--- src/rtl/cpwm_pkg.sv ---
package cpwm_pkg;
    typedef enum logic [1:0] {
        NMODE_GPIO   = 2'b00,
        NMODE_INV_HI = 2'b01,
        NMODE_INV_LO = 2'b10,
        NMODE_FOLLOW = 2'b11
    } nmode_e;
endpackage

--- src/rtl/cpwm_keyreg.sv ---
module cpwm_keyreg #(
    parameter int          NCH   = 4,
    parameter int          REG_W = 32,
    parameter int          KEY_W = 8,
    parameter logic [7:0]  KEY   = 8'h5A
) (
    input  logic               clk,
    input  logic               rst_n,
    input  logic               we,
    input  logic [REG_W-1:0]   wdata,
    output logic [REG_W-1:0]   rdata,
    output logic [2*NCH-1:0]   modes
);
    localparam int MODE_W  = 2 * NCH;
    localparam int KEY_LSB = REG_W - KEY_W;

    typedef struct packed {
        logic [MODE_W-1:0] modes;
    } reg_state_t;

    reg_state_t st_d, st_q;
    logic       key_ok;
    logic       unused_mid_bits;

    assign key_ok          = (wdata[REG_W-1:KEY_LSB] == KEY[KEY_W-1:0]);
    assign unused_mid_bits = ^wdata[KEY_LSB-1:MODE_W];

    always_comb begin
        st_d = st_q;
        if (we && key_ok) begin
            st_d.modes = wdata[MODE_W-1:0];
        end
    end

    always_ff @(posedge clk or negedge rst_n) begin
        if (!rst_n) begin
            st_q <= '0;
        end else begin
            st_q <= st_d;
        end
    end

    assign modes = st_q.modes;
    assign rdata = {{(REG_W-MODE_W){1'b0}}, st_q.modes};

    a_r1_bad_key_ignored: assert property (@(posedge clk) disable iff (!rst_n)
        (we && wdata[REG_W-1:KEY_LSB] != KEY[KEY_W-1:0]) |=> $stable(modes));

    a_r1_good_key_loads: assert property (@(posedge clk) disable iff (!rst_n)
        (we && wdata[REG_W-1:KEY_LSB] == KEY[KEY_W-1:0])
            |=> (modes == $past(wdata[MODE_W-1:0])));
endmodule

--- src/rtl/cpwm_chan.sv ---
module cpwm_chan
    import cpwm_pkg::*;
#(
    parameter int CW = 8
) (
    input  logic          clk,
    input  logic          rst_n,
    input  logic          raw_in,
    input  logic          gpio_in,
    input  nmode_e        mode,
    input  logic [CW-1:0] dead_len,
    output logic          p_out,
    output logic          n_out
);
    localparam logic [CW-1:0] ONE = 1;

    typedef struct packed {
        logic          raw;
        logic [CW-1:0] cnt;
    } ch_state_t;

    ch_state_t st_d, st_q;
    logic      edge_seen;
    logic      dead;
    logic      dead_lvl;

    // next state: edge detect and dead-band counter (reload on every edge)
    always_comb begin
        st_d      = st_q;
        edge_seen = (raw_in != st_q.raw);
        st_d.raw  = raw_in;
        if (edge_seen && dead_len != '0) begin
            st_d.cnt = dead_len;
        end else if (st_q.cnt != '0) begin
            st_d.cnt = st_q.cnt - ONE;
        end
    end

    always_ff @(posedge clk or negedge rst_n) begin
        if (!rst_n) begin
            st_q <= '0;
        end else begin
            st_q <= st_d;
        end
    end

    // output steering
    always_comb begin
        dead     = (st_q.cnt != '0);
        dead_lvl = (mode == NMODE_INV_HI);
        p_out    = dead ? dead_lvl : st_q.raw;
        unique case (mode)
            NMODE_GPIO:   n_out = gpio_in;
            NMODE_INV_HI: n_out = dead ? 1'b1 : ~st_q.raw;
            NMODE_INV_LO: n_out = dead ? 1'b0 : ~st_q.raw;
            default:      n_out = dead ? 1'b0 : st_q.raw;
        endcase
    end

    a_r6_never_both_low: assert property (@(posedge clk) disable iff (!rst_n)
        (mode == NMODE_INV_HI) |-> (p_out || n_out));

    a_r7_never_both_high: assert property (@(posedge clk) disable iff (!rst_n)
        (mode == NMODE_INV_LO) |-> !(p_out && n_out));

    a_r8_follow_equal: assert property (@(posedge clk) disable iff (!rst_n)
        (mode == NMODE_FOLLOW) |-> (p_out == n_out));

    a_r9_count_load: assert property (@(posedge clk) disable iff (!rst_n)
        (raw_in != st_q.raw && dead_len != '0) |=> (st_q.cnt == $past(dead_len)));

    a_r9_count_step: assert property (@(posedge clk) disable iff (!rst_n)
        (raw_in == st_q.raw && st_q.cnt != '0) |=> (st_q.cnt == $past(st_q.cnt) - ONE));
endmodule

--- src/rtl/cpwm_deadband.sv ---
module cpwm_deadband
    import cpwm_pkg::*;
#(
    parameter int NCH   = 4,
    parameter int DB_W  = 8,
    parameter int REG_W = 32
) (
    input  logic             clk,
    input  logic             rst_n,
    input  logic             cfg_we,
    input  logic [REG_W-1:0] cfg_wdata,
    output logic [REG_W-1:0] cfg_rdata,
    input  logic [DB_W-1:0]  dead_len,
    input  logic [NCH-1:0]   pwm_raw,
    input  logic [NCH-1:0]   gpio_n_val,
    output logic [NCH-1:0]   pwm_p,
    output logic [NCH-1:0]   pwm_n
);
    localparam int MODE_W = 2 * NCH;

    logic [MODE_W-1:0] modes;

    cpwm_keyreg #(
        .NCH   (NCH),
        .REG_W (REG_W),
        .KEY_W (8),
        .KEY   (8'h5A)
    ) keyreg_i (
        .clk   (clk),
        .rst_n (rst_n),
        .we    (cfg_we),
        .wdata (cfg_wdata),
        .rdata (cfg_rdata),
        .modes (modes)
    );

    for (genvar gi = 0; gi < NCH; gi++) begin : g_ch
        cpwm_chan #(
            .CW (DB_W)
        ) chan_i (
            .clk      (clk),
            .rst_n    (rst_n),
            .raw_in   (pwm_raw[gi]),
            .gpio_in  (gpio_n_val[gi]),
            .mode     (nmode_e'(modes[2*gi +: 2])),
            .dead_len (dead_len),
            .p_out    (pwm_p[gi]),
            .n_out    (pwm_n[gi])
        );
    end
endmodule

--- config.mk ---
export PLATFORM = sky130hd
export DESIGN_NAME = cpwm_deadband
export DESIGN_NICKNAME = d
export VERILOG_FILES = /design/src/rtl/cpwm_pkg.sv /design/src/rtl/cpwm_keyreg.sv /design/src/rtl/cpwm_chan.sv /design/src/rtl/cpwm_deadband.sv
export SDC_FILE = /design/constraint.sdc
export NUM_CORES = 1
export LEC_CHECK = 0
export BUFFER_PORTS_ARGS = -buffer_cell sky130_fd_sc_hd__buf_2
export CAP_MARGIN = 10
export CORE_AREA = 2 2 78 80
export CTS_CLUSTER_SIZE = 25
export DETAILED_ROUTE_END_ITERATION = 16
export DIE_AREA = 0 0 80 82
export PLACE_DENSITY = 0.78
export SLEW_MARGIN = 25
export SYNTH_ARGS = -nofsm -noshare
export SYNTH_HDL_FRONTEND = slang
export SYNTH_SLANG_ARGS = --single-unit
--- constraint.sdc ---
create_clock -name clk -period 2.04 [get_ports clk]
set_input_delay 0.102 -clock clk [delete_from_list [all_inputs] [get_ports clk]]
set_output_delay 0.102 -clock clk [all_outputs]
set_load 0.05 [all_outputs]
# Yosys cells after proc, flatten, opt, wreduce, memory -nomap -nowiden
# Index checks and enable logic that the tools add are counted.
# W data, S select, Z words.
# word_totals
ff_bits,44
inputBits,51
output_inout_bits,40
word_cells,76
# op_classes
n_addsub,4
n_eq_ne,13
muxes,28
bitwise_logic,4
n_reduce_logical,18
# op_table
op,n
$mux W8,8
$reduce_bool A8 Y1,5
$sub A8 B1 Y8 const B,4
$mux W1,16
$pmux W1 S3,4
$eq A2 B1 Y1 const B,4
$eq A2 B2 Y1 const B,4
$eq A8 B7 Y1 const B,1
$logic_not A2 Y1,4
$reduce_bool A2 Y1,4
$logic_and A1 B1 Y1,5
$ne A1 B1 Y1,4
$not A1 Y1,4

# Logic depth before layout (Yosys ltp)
# Gate-level depths: netlist of the first run.
# depth
word_depth,3
mapped_depth,7
depth_no_buf,5

# Modules after synthesis
# A second synthesis of the first run with hierarchy kept.
# hier_totals
hier_cells,301
hier_area_um2,3012.9
# modules_own_cells
module,n_inst,cells_each,area_per_inst_um2,seq_area_each_um2
cpwm_chan (g_ch[1].chan_i ...),3,62,603.1,225.2
cpwm_keyreg,1,53,604.3,200.2
cpwm_chan (g_ch[0].chan_i),1,62,599.3,225.2

# Worst setup path after synthesis of the first run
# No wires, ideal clock.
# synth_path
path_kind,register to output
startpoint,reg g_ch[0].chan_i.st_q[5] in the netlist's numbering
endpoint,out pwm_n[0]
t_arrival_ps,1608
required_ps,1938
setup_slack_ps,330
path_stages_with_launch,7
path_buffers,2
cell_sequence,dfrtp_1 > nor4_2 > and3_1 > buf_6 > o21ai_0 > a221oi_1 > buf_4
# synth_via
elab_chain_cells,3
word_cells_on_any_way,5
classes_between,mux (4); reduce/logical (1)
# synth_lines
item,line_no,text
"start, declared",cpwm_chan.sv:22,"ch_state_t st_d, st_q;"
"start signal, assigned",cpwm_chan.sv:43,st_q <= st_d;
$reduce_bool A8 Y1 (*),cpwm_chan.sv:49,dead = (st_q.cnt != '0);
"$mux W1, on equally long branches","cpwm_chan.sv:56, cpwm_chan.sv:54, cpwm_chan.sv:55",
$pmux W1 S3 (*),cpwm_chan.sv:52,unique case (mode)
"end, declared",cpwm_deadband.sv:17,output logic [NCH-1:0] pwm_n
# Mark *: on every way between the ends. The rest lies on a longest branch, timed or not.

# Final worst setup path of the first run
# layout_path
startpoint,reg g_ch[2].chan_i.st_q[2] in the netlist's numbering
endpoint,out pwm_n[2]
# layout_via
elab_chain_cells,3
word_cells_on_any_way,5
classes_between,mux (4); reduce/logical (1)
# layout_lines
item,line_no
"start, declared",cpwm_chan.sv:22
"start signal, assigned",cpwm_chan.sv:43
$reduce_bool A8 Y1 (*),cpwm_chan.sv:49
"$mux W1, on equally long branches","cpwm_chan.sv:56, cpwm_chan.sv:54, cpwm_chan.sv:55"
$pmux W1 S3 (*),cpwm_chan.sv:52
# Marks and branches as above.

==> out/results.tsv, run 1 <==
metric	value	unit
ys_seq_area_share	38.8	%
timing.hold.ws	0.0246	ns
max-vdd-ir-drop	0.447	mV
cp-start-kind	flop	
worstReg2RegEnd	g_ch[3].chan_i.st_q[1]$_DFFE_PN0P_	
rows	28	
grt_max_degree	20	
grt_pass1_vias	2217	
routed_wl	5.97	mm
crit_end	pwm_n[2]	
placed_area	3050	µm²
crit_path_max_incr_delay	0.43	ns
leakage	1.53	nW
io_pins	91	
dieArea	6560	µm²
dr.first_iter.drc_count	165	
crit_path_end_kind	primary output	
die_y	82	µm
finClkSkew	0.00565	ns
dp_cells	422	
die_x	80	µm
worstSetupPathType	flop to primary output	
area_growth_syn_to_layout	18.1	%
grt_pass1_wl	9.56	mm
crit_start	g_ch[2].chan_i.st_q[2]$_DFFE_PN0P_	
routabilityCongestion	0.789	
drt_pass1_iterations	4	
synth_edf_count	0	
htree_levels	2	
synthArstFlopShare	100	%
required	1.94	ns
path_cells	nor4_4, and3_4, o21ai_2, a221oi_2, buf_6	
numCtsBuffers	5	
hold_viol_final	0	
maxClockFrequency	504	MHz
vias	2304	
grt_setup_unrepaired	true	
worst-path-max-fanout	3	
setup_viol	0	
hold_path.class	input pin to flop	
drive_above_1_share	30.5	%
synth.cell_area	2840	µm²
portBuffers	50	
n_antenna_cell	0	
initial_core_util	49.4	%
yosysWarnings	0	
stdcell_area	3350	µm²
layoutNonFillerInstCount	442	
wl_per_cell	13.5	µm
cts_tree	yes	
ant_nets	0	
power.density	871	nW/µm²
clkSlewWorstSetupHoldPaths	0.08	ns
outcome	completed	
coreArea	5750	µm²
nets	425	
dp_hpwl	4.38	mm
critical_path_arrival	1.88	ns
drc	0	
antenna_found_initial	0	
final_core_utilization	58.3	%
cts_buffer_depth	2	
grt_util_all_layers	18.9	%
clk-insertion-delay-late	0.30	ns
max_cap_violations	0	
synth-main-ff-cell	dfrtp_1	
cts_root_buffer	clkbuf_8	
grt-ovfl-total	0	
relSlewSlack	36.7	%
ys_seq_elements	44	
r2r_cells	3	
syn_inst	303	
layout_min_cycle_time	1.98	ns
crit_slowest_cell	dfrtp_2	
maxSlewViolCount	0	
worst_slew_pin_slew	0.950	ns
viasPerCell	5.21	
rr_startpoint	g_ch[3].chan_i.st_q[8]$_DFF_PN0_	
ff2ff_setup_slack	0.16	ns
cts_sinks	44	
yosysUniqueCellTypes	31	
syn_avg_cell_area	9.36	µm²
fin_crit_sh	97.3	%
## critical path: cells and delay by family, from the launching register on
kind / cells / cell delay [ns]
AND/OR/NAND/NOR: 2 / 0.59
flip-flops: 1 / 0.43
AO/OA/AOI/OAI: 2 / 0.36
buffers and inverters: 1 / 0.20
## placed cells by master (no fill, tap or decap), drive strengths merged, types with 7 or more instances in the layout
cell type / n
buf: 64
nand2: 48
dfrtp: 44
o21ai: 28
conb: 24
xor2: 18
nor2: 16
xnor2: 14
inv: 12
o31ai: 12
mux2: 12
nor3: 11
nand3: 8
ha: 8
clkbuf: 7
## how the worst min path moves through the flow
| stage | slack [ns] | from | depth (start not counted) | end |
|---|---|---|---|---|
| floorplan | -0.19 | rst_n | 0 | g_ch[0].chan_i.st_q[0]$_DFFE_PN0P_ |
| global placement | 0.05 | rst_n | 1 | g_ch[1].chan_i.st_q[8]$_DFF_PN0_ |
| detailed placement | 0.07 | rst_n | 1 | g_ch[1].chan_i.st_q[8]$_DFF_PN0_ |
| CTS | 0.02 | cfg_wdata[6] | 2 | keyreg_i.modes[6]$_DFFE_PN0P_ |
| global route | 0.02 | cfg_wdata[6] | 2 | keyreg_i.modes[6]$_DFFE_PN0P_ |
| finish | 0.02 | cfg_wdata[6] | 2 | keyreg_i.modes[6]$_DFFE_PN0P_ |
## metal layers
layer / share of wire (%) / wire length [µm] / global-route usage [%]
met3: 6.0 / 358 / 4.18
met2: 51 / 3050 / 33.6
met5: 0 / 0 / 0
met1: 42 / 2520 / 22.9
met4: 0.67 / 40 / 6.27
## registers in the layout, summed over array words and instances (netlist names)
name	count
keyreg_i.modes	8
g_ch.chan_i.st_q	36
## layout make-up
cell class,instances,area [µm²]
Inverter,12,45.0
Clock buffer,5,68.8
Clock inverter,3,18.8
Fill cell,507,2400
Multi-Input combinational cell,232,1570
Timing Repair Buffer,71,448
Sequential cell,44,1110
Tap cell,75,93.8
## per-stage QoR
step,TNS (ns),total power [mW],setup slack [ns]
3_3_place_gp,0,2.17,0.267
6_report,0,2.92,0.0557
2_1_floorplan,0,2.03,0.330
4_1_cts,0,2.85,0.00727
5_1_grt,-0.0500,3.10,-0.0360
3_5_place_dp,0,2.22,0.224
## cell families after synthesis
kind of cell    count (synthesis)  synth area share (%)
buf+inv                        50                  11.7
flops                          44                  38.8
mux                            16                  6.18
xor+xnor                       32                  10.4
other cells                     1                 0.132
compound gates                 48                  10.6
fa+ha+maj                       8                  3.53
simple gates                  104                  18.6
## synth_stat cells, types with 2 or more instances
cell,instances,area [µm²]
mux2_2,12,135
nor2_1,16,60.1
xor2_1,16,140
nor4_2,4,50.1
o31ai_1,12,90.1
a221oi_1,4,35.0
dfrtp_1,44,1100
buf_2,2,10.0
nor3_1,11,55.1
inv_1,12,45.0
and3_1,4,25.0
nand2b_1,4,25.0
xor2_2,2,32.5
nand3_1,8,40.0
buf_6,2,22.5
o21ai_0,25,125
mux2i_1,4,40.0
nand2_1,48,180
a21boi_2,2,22.5
nor4_4,2,42.5
or2_1,4,25.0
a21oi_1,2,10.0
buf_4,34,255
ha_1,8,100
o21ai_1,2,10.0
xnor2_1,14,123
## power breakdown
| group | internal (mW) | switching [mW] |
|---|---|---|
| registers | 1.06 | 0.228 |
| logic | 0.462 | 0.623 |
| clock network | 0.239 | 0.311 |
## timing repair
item	in CTS	in global routing
setup endpoints to repair	6	8
pin swaps	3	11
hold endpoints to repair	21	0
hold buffers	5	0
gates resized for setup	11	21
buffers inserted	1	6
cloned	0	0
(Power assumes the default switching activity.)
==> run 2, diff against run 1 <==
--- a/config.mk
+++ b/config.mk
@@ -11,8 +11,10 @@
 export CTS_CLUSTER_SIZE = 25
 export DETAILED_ROUTE_END_ITERATION = 16
 export DIE_AREA = 0 0 80 82
-export PLACE_DENSITY = 0.78
+export HOLD_SLACK_MARGIN = 0.1
+export PLACE_DENSITY = 0.8
 export SLEW_MARGIN = 25
 export SYNTH_ARGS = -nofsm -noshare
 export SYNTH_HDL_FRONTEND = slang
 export SYNTH_SLANG_ARGS = --single-unit
+export TNS_END_PERCENT = 10
==> run 2 against run 1 <==
Utilization is 1.3 points higher. Via count is 1.0% lower. First-iteration DRC count is 38% lower. Critical endpoint is now pwm_n[0].
==> out/results.tsv, run 2 (synthesis gave the netlist of run 1 again) <==
metric	value	unit	change
r2r_cells	5		was 3
outcome	completed		unchanged
crit_path_end_kind	primary output		unchanged
rr_startpoint	g_ch[1].chan_i.st_q[3]$_DFFE_PN0P_		was g_ch[3].chan_i.st_q[8]$_DFF_PN0_
clk-insertion-delay-late	0.30	ns	about the same
routed_wl	6.22	mm	was 5.97 mm
dp_cells	424		was 422
top_register	g_ch.chan_i.st_q		unchanged
die_x	80	µm	unchanged
relSlewSlack	60.3	%	was 36.7%
timing.hold.ws	0.114	ns	was 0.0246 ns
worst-path-max-fanout	3		unchanged
coreArea	5750	µm²	unchanged
hold_path.class	input pin to flop		unchanged
required	1.94	ns	about the same
area_growth_syn_to_layout	20.6	%	was 18.1%
clkSlewWorstSetupHoldPaths	0.08	ns	about the same
grt_setup_unrepaired	true		unchanged
whs_path_depth	3		was 2
die_y	82	µm	unchanged
dp_hpwl	4.48	mm	was 4.38 mm
grt_pass1_vias	2244		was 2,217
antenna_found_initial	0		unchanged
setup_viol	0		unchanged
grt_max_degree	27		was 20
max-vdd-ir-drop	0.449	mV	was 0.447 mV
viasPerCell	5.08		was 5.21
initial_core_util	49.4	%	unchanged
cp-start-kind	flop		unchanged
ff2ff_setup_slack	0.40	ns	was 0.16 ns
drc	0		unchanged
portBuffers	50		unchanged
grt_pass1_wl	10.0	mm	was 9.56 mm
cts_buffer_depth	2		unchanged
crit_slowest_cell	dfrtp_2		unchanged
power.density	841	nW/µm²	was 871 nW/µm²
wl_per_cell	13.9	µm	was 13.5 µm
layout_min_cycle_time	1.97	ns	was 1.98 ns
io_pins	91		unchanged
grt-ovfl-total	0		unchanged
fill_cells	494		was 507
vias	2280		was 2,304
path_cells	nor4_4, and3_4, o21ai_2, a221oi_2, buf_6		unchanged
hp-start	dead_len[0]		was cfg_wdata[6]
n_antenna_cell	0		unchanged
tns	0	ns	unchanged
dieArea	6560	µm²	unchanged
cts_sinks	44		unchanged
max_cap_violations	0		unchanged
maxSlewViolCount	0		unchanged
drive_above_1_share	28.6	%	was 30.5%
dr.first_iter.drc_count	102		was 165
final_common_cell	nand2_1		unchanged
nets	433		was 425
leakage	1.57	nW	was 1.53 nW
numCtsBuffers	5		unchanged
layout_common_cells	nand2_1 (48), buf_2 (42), dfrtp_1 (39)		was nand2_1 (48), buf_2 (42), dfrtp_1 (37)
rows	28		unchanged
drt_pass1_iterations	4		unchanged
multi_input_area	1560	µm²	was 1570 µm²
htree_levels	2		unchanged
maxClockFrequency	507	MHz	was 504 MHz
cts_tree	yes		unchanged
ant_nets	0		unchanged
worstReg2RegEnd	g_ch[1].chan_i.st_q[1]$_DFFE_PN0P_		was g_ch[3].chan_i.st_q[1]$_DFFE_PN0P_
whs_endpoint	g_ch[2].chan_i.st_q[0]$_DFFE_PN0P_		was keyreg_i.modes[6]$_DFFE_PN0P_
critical_path_arrival	1.87	ns	was 1.88 ns
grt_util_all_layers	19.9	%	was 18.9%
finClkSkew	0.00346	ns	was 0.00565 ns
cts_root_buffer	clkbuf_8		unchanged
worstSetupPathType	flop to primary output		unchanged
worst_slew_pin_slew	0.596	ns	was 0.950 ns
fin_crit_sh	96.7	%	was 97.3%
hold_viol_final	0		unchanged
routabilityCongestion	0.837		was 0.789
ff_latch_area	1110	µm²	about the same
crit_path_max_incr_delay	0.43	ns	about the same
largest_register_ffs	36		unchanged
layoutNonFillerInstCount	449		was 442
[run 2: changes by cell type in the layout (fill, tap and decap cells not counted), sizes merged]
cell         previous run  this run
dlygate4sd3             5        13
buf                    64        66
clkinv                  3         1
clkbuf                  7         6
[run 2: how the worst max path moves through the flow]
stage / from / endpoint / depth (start not counted)
2_1_floorplan: g_ch[0].chan_i.st_q[5]$_DFFE_PN0P_ / pwm_n[0] / 6
3_3_place_gp: g_ch[0].chan_i.st_q[5]$_DFFE_PN0P_ / pwm_n[0] / 5
3_5_place_dp: g_ch[0].chan_i.st_q[5]$_DFFE_PN0P_ / pwm_n[0] / 5
4_1_cts: g_ch[2].chan_i.st_q[4]$_DFFE_PN0P_ / pwm_n[2] / 5
5_1_grt: g_ch[0].chan_i.st_q[2]$_DFFE_PN0P_ / pwm_n[0] / 5
6_report: g_ch[0].chan_i.st_q[2]$_DFFE_PN0P_ / pwm_n[0] / 5
[run 2: through the flow]
step / setup slack [ns] / cell area, µm² / total power, mW / utilization, %
after global routing: -0.0299 / 3420 / 3.08 / 59.6
after CTS: -0.000429 / 3320 / 2.82 / 57.7
after floorplan: 0.330 / 2920 / 2.03 / -
final: 0.0675 / 3420 / 2.88 / 59.6
after global placement: 0.255 / 3060 / 2.18 / 53.3
after detailed placement: 0.246 / 3060 / 2.22 / 53.3
[run 2: power by group]
part	leakage [nW]	internal, mW	total, mW	switching, mW
clock	0.0410	0.233	0.525	0.292
sequential	0.536	1.05	1.28	0.224
combinational	0.988	0.468	1.08	0.608
[run 2: final cells by class]
| cell class | count | area share (%) |
|---|---|---|
| inverters | 12 | 1.32 |
| flip-flops and latches | 44 | 32.4 |
| clock buffers | 6 | 2.12 |
| clock inverters | 1 | 0.146 |
| well taps | 75 | 2.74 |
| repair buffers | 79 | 15.6 |
| multi-input cells | 232 | 45.7 |
[run 2: metal layers]
| metal | wire length [µm] | vias to the layer above | share of wire (%) | track usage [%] |
|---|---|---|---|---|
| met5 | 0 | - | 0 | 0 |
| met4 | 38 | 0 | 0.61 | 5.76 |
| met3 | 343 | 4 | 5.5 | 4.29 |
| met2 | 3260 | 79 | 52 | 36.5 |
| met1 | 2580 | 1089 | 42 | 23.4 |
| li1 | - | 1108 | - | - |
[run 2: timing repair]
action,in CTS,in global routing
hold buffers,13,0
setup buffers,0,5
endpoints found under the hold margin,36,0
endpoints found under the setup margin,5,8
pin swaps,1,8
gates resized for setup,9,25
cloned,0,0
[run 2: critical path: cells and delay by family (launching register included)]
family	cells	cell delay [ns]
compound gates	2	0.36
simple gates	2	0.57
flops	1	0.43
buf+inv	1	0.21
==> run 3, diff against run 2 <==
--- a/config.mk
+++ b/config.mk
@@ -7,12 +7,12 @@
 export LEC_CHECK = 0
 export BUFFER_PORTS_ARGS = -buffer_cell sky130_fd_sc_hd__buf_2
 export CAP_MARGIN = 10
-export CORE_AREA = 2 2 78 80
+export CORE_AREA = 2 2 96 98
 export CTS_CLUSTER_SIZE = 25
 export DETAILED_ROUTE_END_ITERATION = 16
-export DIE_AREA = 0 0 80 82
+export DIE_AREA = 0 0 98 100
 export HOLD_SLACK_MARGIN = 0.1
-export PLACE_DENSITY = 0.8
+export PLACE_DENSITY = 0.57
 export SLEW_MARGIN = 25
 export SYNTH_ARGS = -nofsm -noshare
 export SYNTH_HDL_FRONTEND = slang
==> run 3 against run 2 <==
The flow now finishes with violations (setup timing). Routed wire length fell by 0.66%. Register-to-register slack hardly changed. Combinational power hardly changed. Non-clock buffer count did not move. Clock power is 37% higher. Hold slack lost 0.0075 ns. Sequential cell count unchanged. Design area increased by 2.9%. Die area grew 49%. Clock-buffer cell count unchanged. Critical endpoint unchanged. Largest cell class unchanged. Largest power group unchanged. Highest routed layer unchanged.
==> out/results.tsv, run 3 (synthesis gave the netlist of run 1 again) <==
metric	value	unit	change
crit_path_max_incr_delay	0.45	ns	was 0.43 ns
layoutNonFillerInstCount	486		was 449
maxSlewViolCount	0		unchanged
cp-start-kind	flop		unchanged
wl_per_cell	12.7	µm	was 13.9 µm
outcome	finished, violations left		was completed
worst_slew_pin_slew	0.579	ns	was 0.596 ns
timing.hold.ws	0.107	ns	was 0.114 ns
place_ws	0.245	ns	was 0.246 ns
path_cells	nor4_4, and3_4, o21ai_0, a221oi_1, buf_4		was nor4_4, and3_4, o21ai_2, a221oi_2, buf_6
route.met2.wl	3.10	mm	was 3.26 mm
cts_sinks	44		unchanged
cts_buffer_depth	2		unchanged
fin_ws	-0.00927	ns	was 0.0675 ns
clk-insertion-delay-late	0.30	ns	about the same
viasPerCell	4.59		was 5.08
final_common_cell	nand2_1		unchanged
setup_viol	1		was 0
area_growth_syn_to_layout	24.2	%	was 20.6%
grt_util_all_layers	12.6	%	was 19.9%
leakage	1.58	nW	was 1.57 nW
max_cap_violations	0		unchanged
cts_tree	yes		unchanged
multi_input_area	1560	µm²	about the same
required	1.94	ns	about the same
finClkSkew	0.0110	ns	was 0.00346 ns
initial_core_util	31.9	%	was 49.4%
dp_cells	461		was 424
routabilityCongestion	0.850		was 0.837
layout_common_cells	nand2_1 (48), buf_2 (42), dfrtp_1 (38)		was nand2_1 (48), buf_2 (42), dfrtp_1 (39)
dr.first_iter.drc_count	74		was 102
crit_slowest_cell	dfrtp_2		unchanged
drive_above_1_share	29.3	%	was 28.6%
cp.buffers_inverters	1		unchanged
hold_viol_final	0		unchanged
crit_path_end_kind	primary output		unchanged
crit_family	simple AND/OR/NAND/NOR gates		unchanged
fill_cells	897		was 494
grt-ovfl-total	0		unchanged
coreArea	8890	µm²	was 5750 µm²
maxClockFrequency	488	MHz	was 507 MHz
antenna_found_initial	0		unchanged
die_x	98	µm	was 80 µm
nets	433		unchanged
largest_register_ffs	36		unchanged
wl_met3	198	µm	was 343 µm
grt_pass1_vias	2131		was 2,244
fin_crit_sh	100	%	was 96.7%
grt_pass1_wl	10.1	mm	was 10.0 mm
n_antenna_cell	0		unchanged
dieArea	9800	µm²	was 6560 µm²
layout_min_cycle_time	2.05	ns	was 1.97 ns
cts_root_buffer	clkbuf_8		unchanged
clkSlewWorstSetupHoldPaths	0.09	ns	was 0.08 ns
max-vdd-ir-drop	0.302	mV	was 0.449 mV
power.density	874	nW/µm²	was 841 nW/µm²
p_total	3.08	mW	was 2.88 mW
htree_levels	2		unchanged
drc	0		unchanged
grt_setup_unrepaired	true		unchanged
rows	35		was 28
portBuffers	50		unchanged
numCtsBuffers	5		unchanged
top_layer	met4		unchanged
hold_path.class	input pin to flop		unchanged
io_pins	91		unchanged
vias	2231		was 2,280
ff_latch_area	1110	µm²	about the same
relSlewSlack	61.4	%	was 60.3%
dp_hpwl	4.39	mm	was 4.48 mm
critical_path_arrival	1.95	ns	was 1.87 ns
ant_nets	0		unchanged
violations	setup timing		
die_y	100	µm	was 82 µm
drt_pass1_iterations	4		unchanged
wl_met1	2.85	mm	was 2.58 mm
top_register	g_ch.chan_i.st_q		unchanged
worst-path-max-fanout	4		was 3
grt_max_degree	45		was 27
worstSetupPathType	flop to primary output		unchanged
routed_wl	6.18	mm	was 6.22 mm
run 3: final timing paths:
| path | startpoint | endpoint | slack (ns) | cells past startpoint |
|---|---|---|---|---|
| max | g_ch[0].chan_i.st_q[2]$_DFFE_PN0P_ | pwm_n[0] | -0.009 | 5 |
| min | dead_len[2] | g_ch[2].chan_i.st_q[2]$_DFFE_PN0P_ | 0.11 | 3 |
| max reg2reg | g_ch[0].chan_i.st_q[2]$_DFFE_PN0P_ | g_ch[0].chan_i.st_q[1]$_DFFE_PN0P_ | 0.41 | 6 |
| min reg2reg | keyreg_i.modes[4]$_DFFE_PN0P_ | keyreg_i.modes[4]$_DFFE_PN0P_ | 0.61 | 1 |
| max in group asynchronous | rst_n | g_ch[1].chan_i.st_q[4]$_DFFE_PN0P_ | 1.51 | 3 |
| min in group asynchronous | rst_n | g_ch[3].chan_i.st_q[3]$_DFFE_PN0P_ | 0.29 | 3 |
run 3: through the flow:
| stage | utilization, % | TNS (ns) | cell area (µm²) |
|---|---|---|---|
| global placement | 35.2 | 0 | 3130 |
| global route | 39.6 | -0.240 | 3520 |
| floorplan | - | 0 | 2920 |
| CTS | 38.4 | -0.0234 | 3410 |
| finish | 39.6 | -0.00927 | 3520 |
| detailed placement | 35.2 | 0 | 3130 |
run 3: repair_timing:
action	in CTS	in global routing
gates cloned	0	0
setup buffers	1	3
hold endpoints to repair	56	0
gates resized for setup	7	24
hold buffers	13	0
pin swaps	2	5
endpoints found under the setup margin	4	8
run 3: routing by layer:
layer / GRT usage (%) / vias to the layer above
met5: 0 / -
met4: 2.67 / 0
met3: 2.30 / 5
met2: 21.8 / 43
met1: 16.7 / 1067
li1: - / 1116
run 3: where the power goes:
part	internal [mW]	switching [mW]	leakage, nW
registers	1.05	0.232	0.535
logic	0.472	0.602	0.981
clock network	0.401	0.317	0.0614
run 3: final cells by class:
| cell class | count | share of cell area, % |
|---|---|---|
| tap | 111 | 3.94 |
| clock buffer | 6 | 2.34 |
| clock inverter | 2 | 1.10 |
| multi-input combinational | 232 | 44.3 |
| inverter | 12 | 1.28 |
| sequential | 44 | 31.5 |
| timing repair buffer | 79 | 15.6 |
run 3: worst reg2reg max path, cell delays in order, from the launching register on:
cell     delay, ns
dfrtp_2       0.45
nor4_4        0.33
buf_4         0.16
buf_4         0.09
nand3_1       0.09
mux2i_1       0.14
mux2_2        0.25
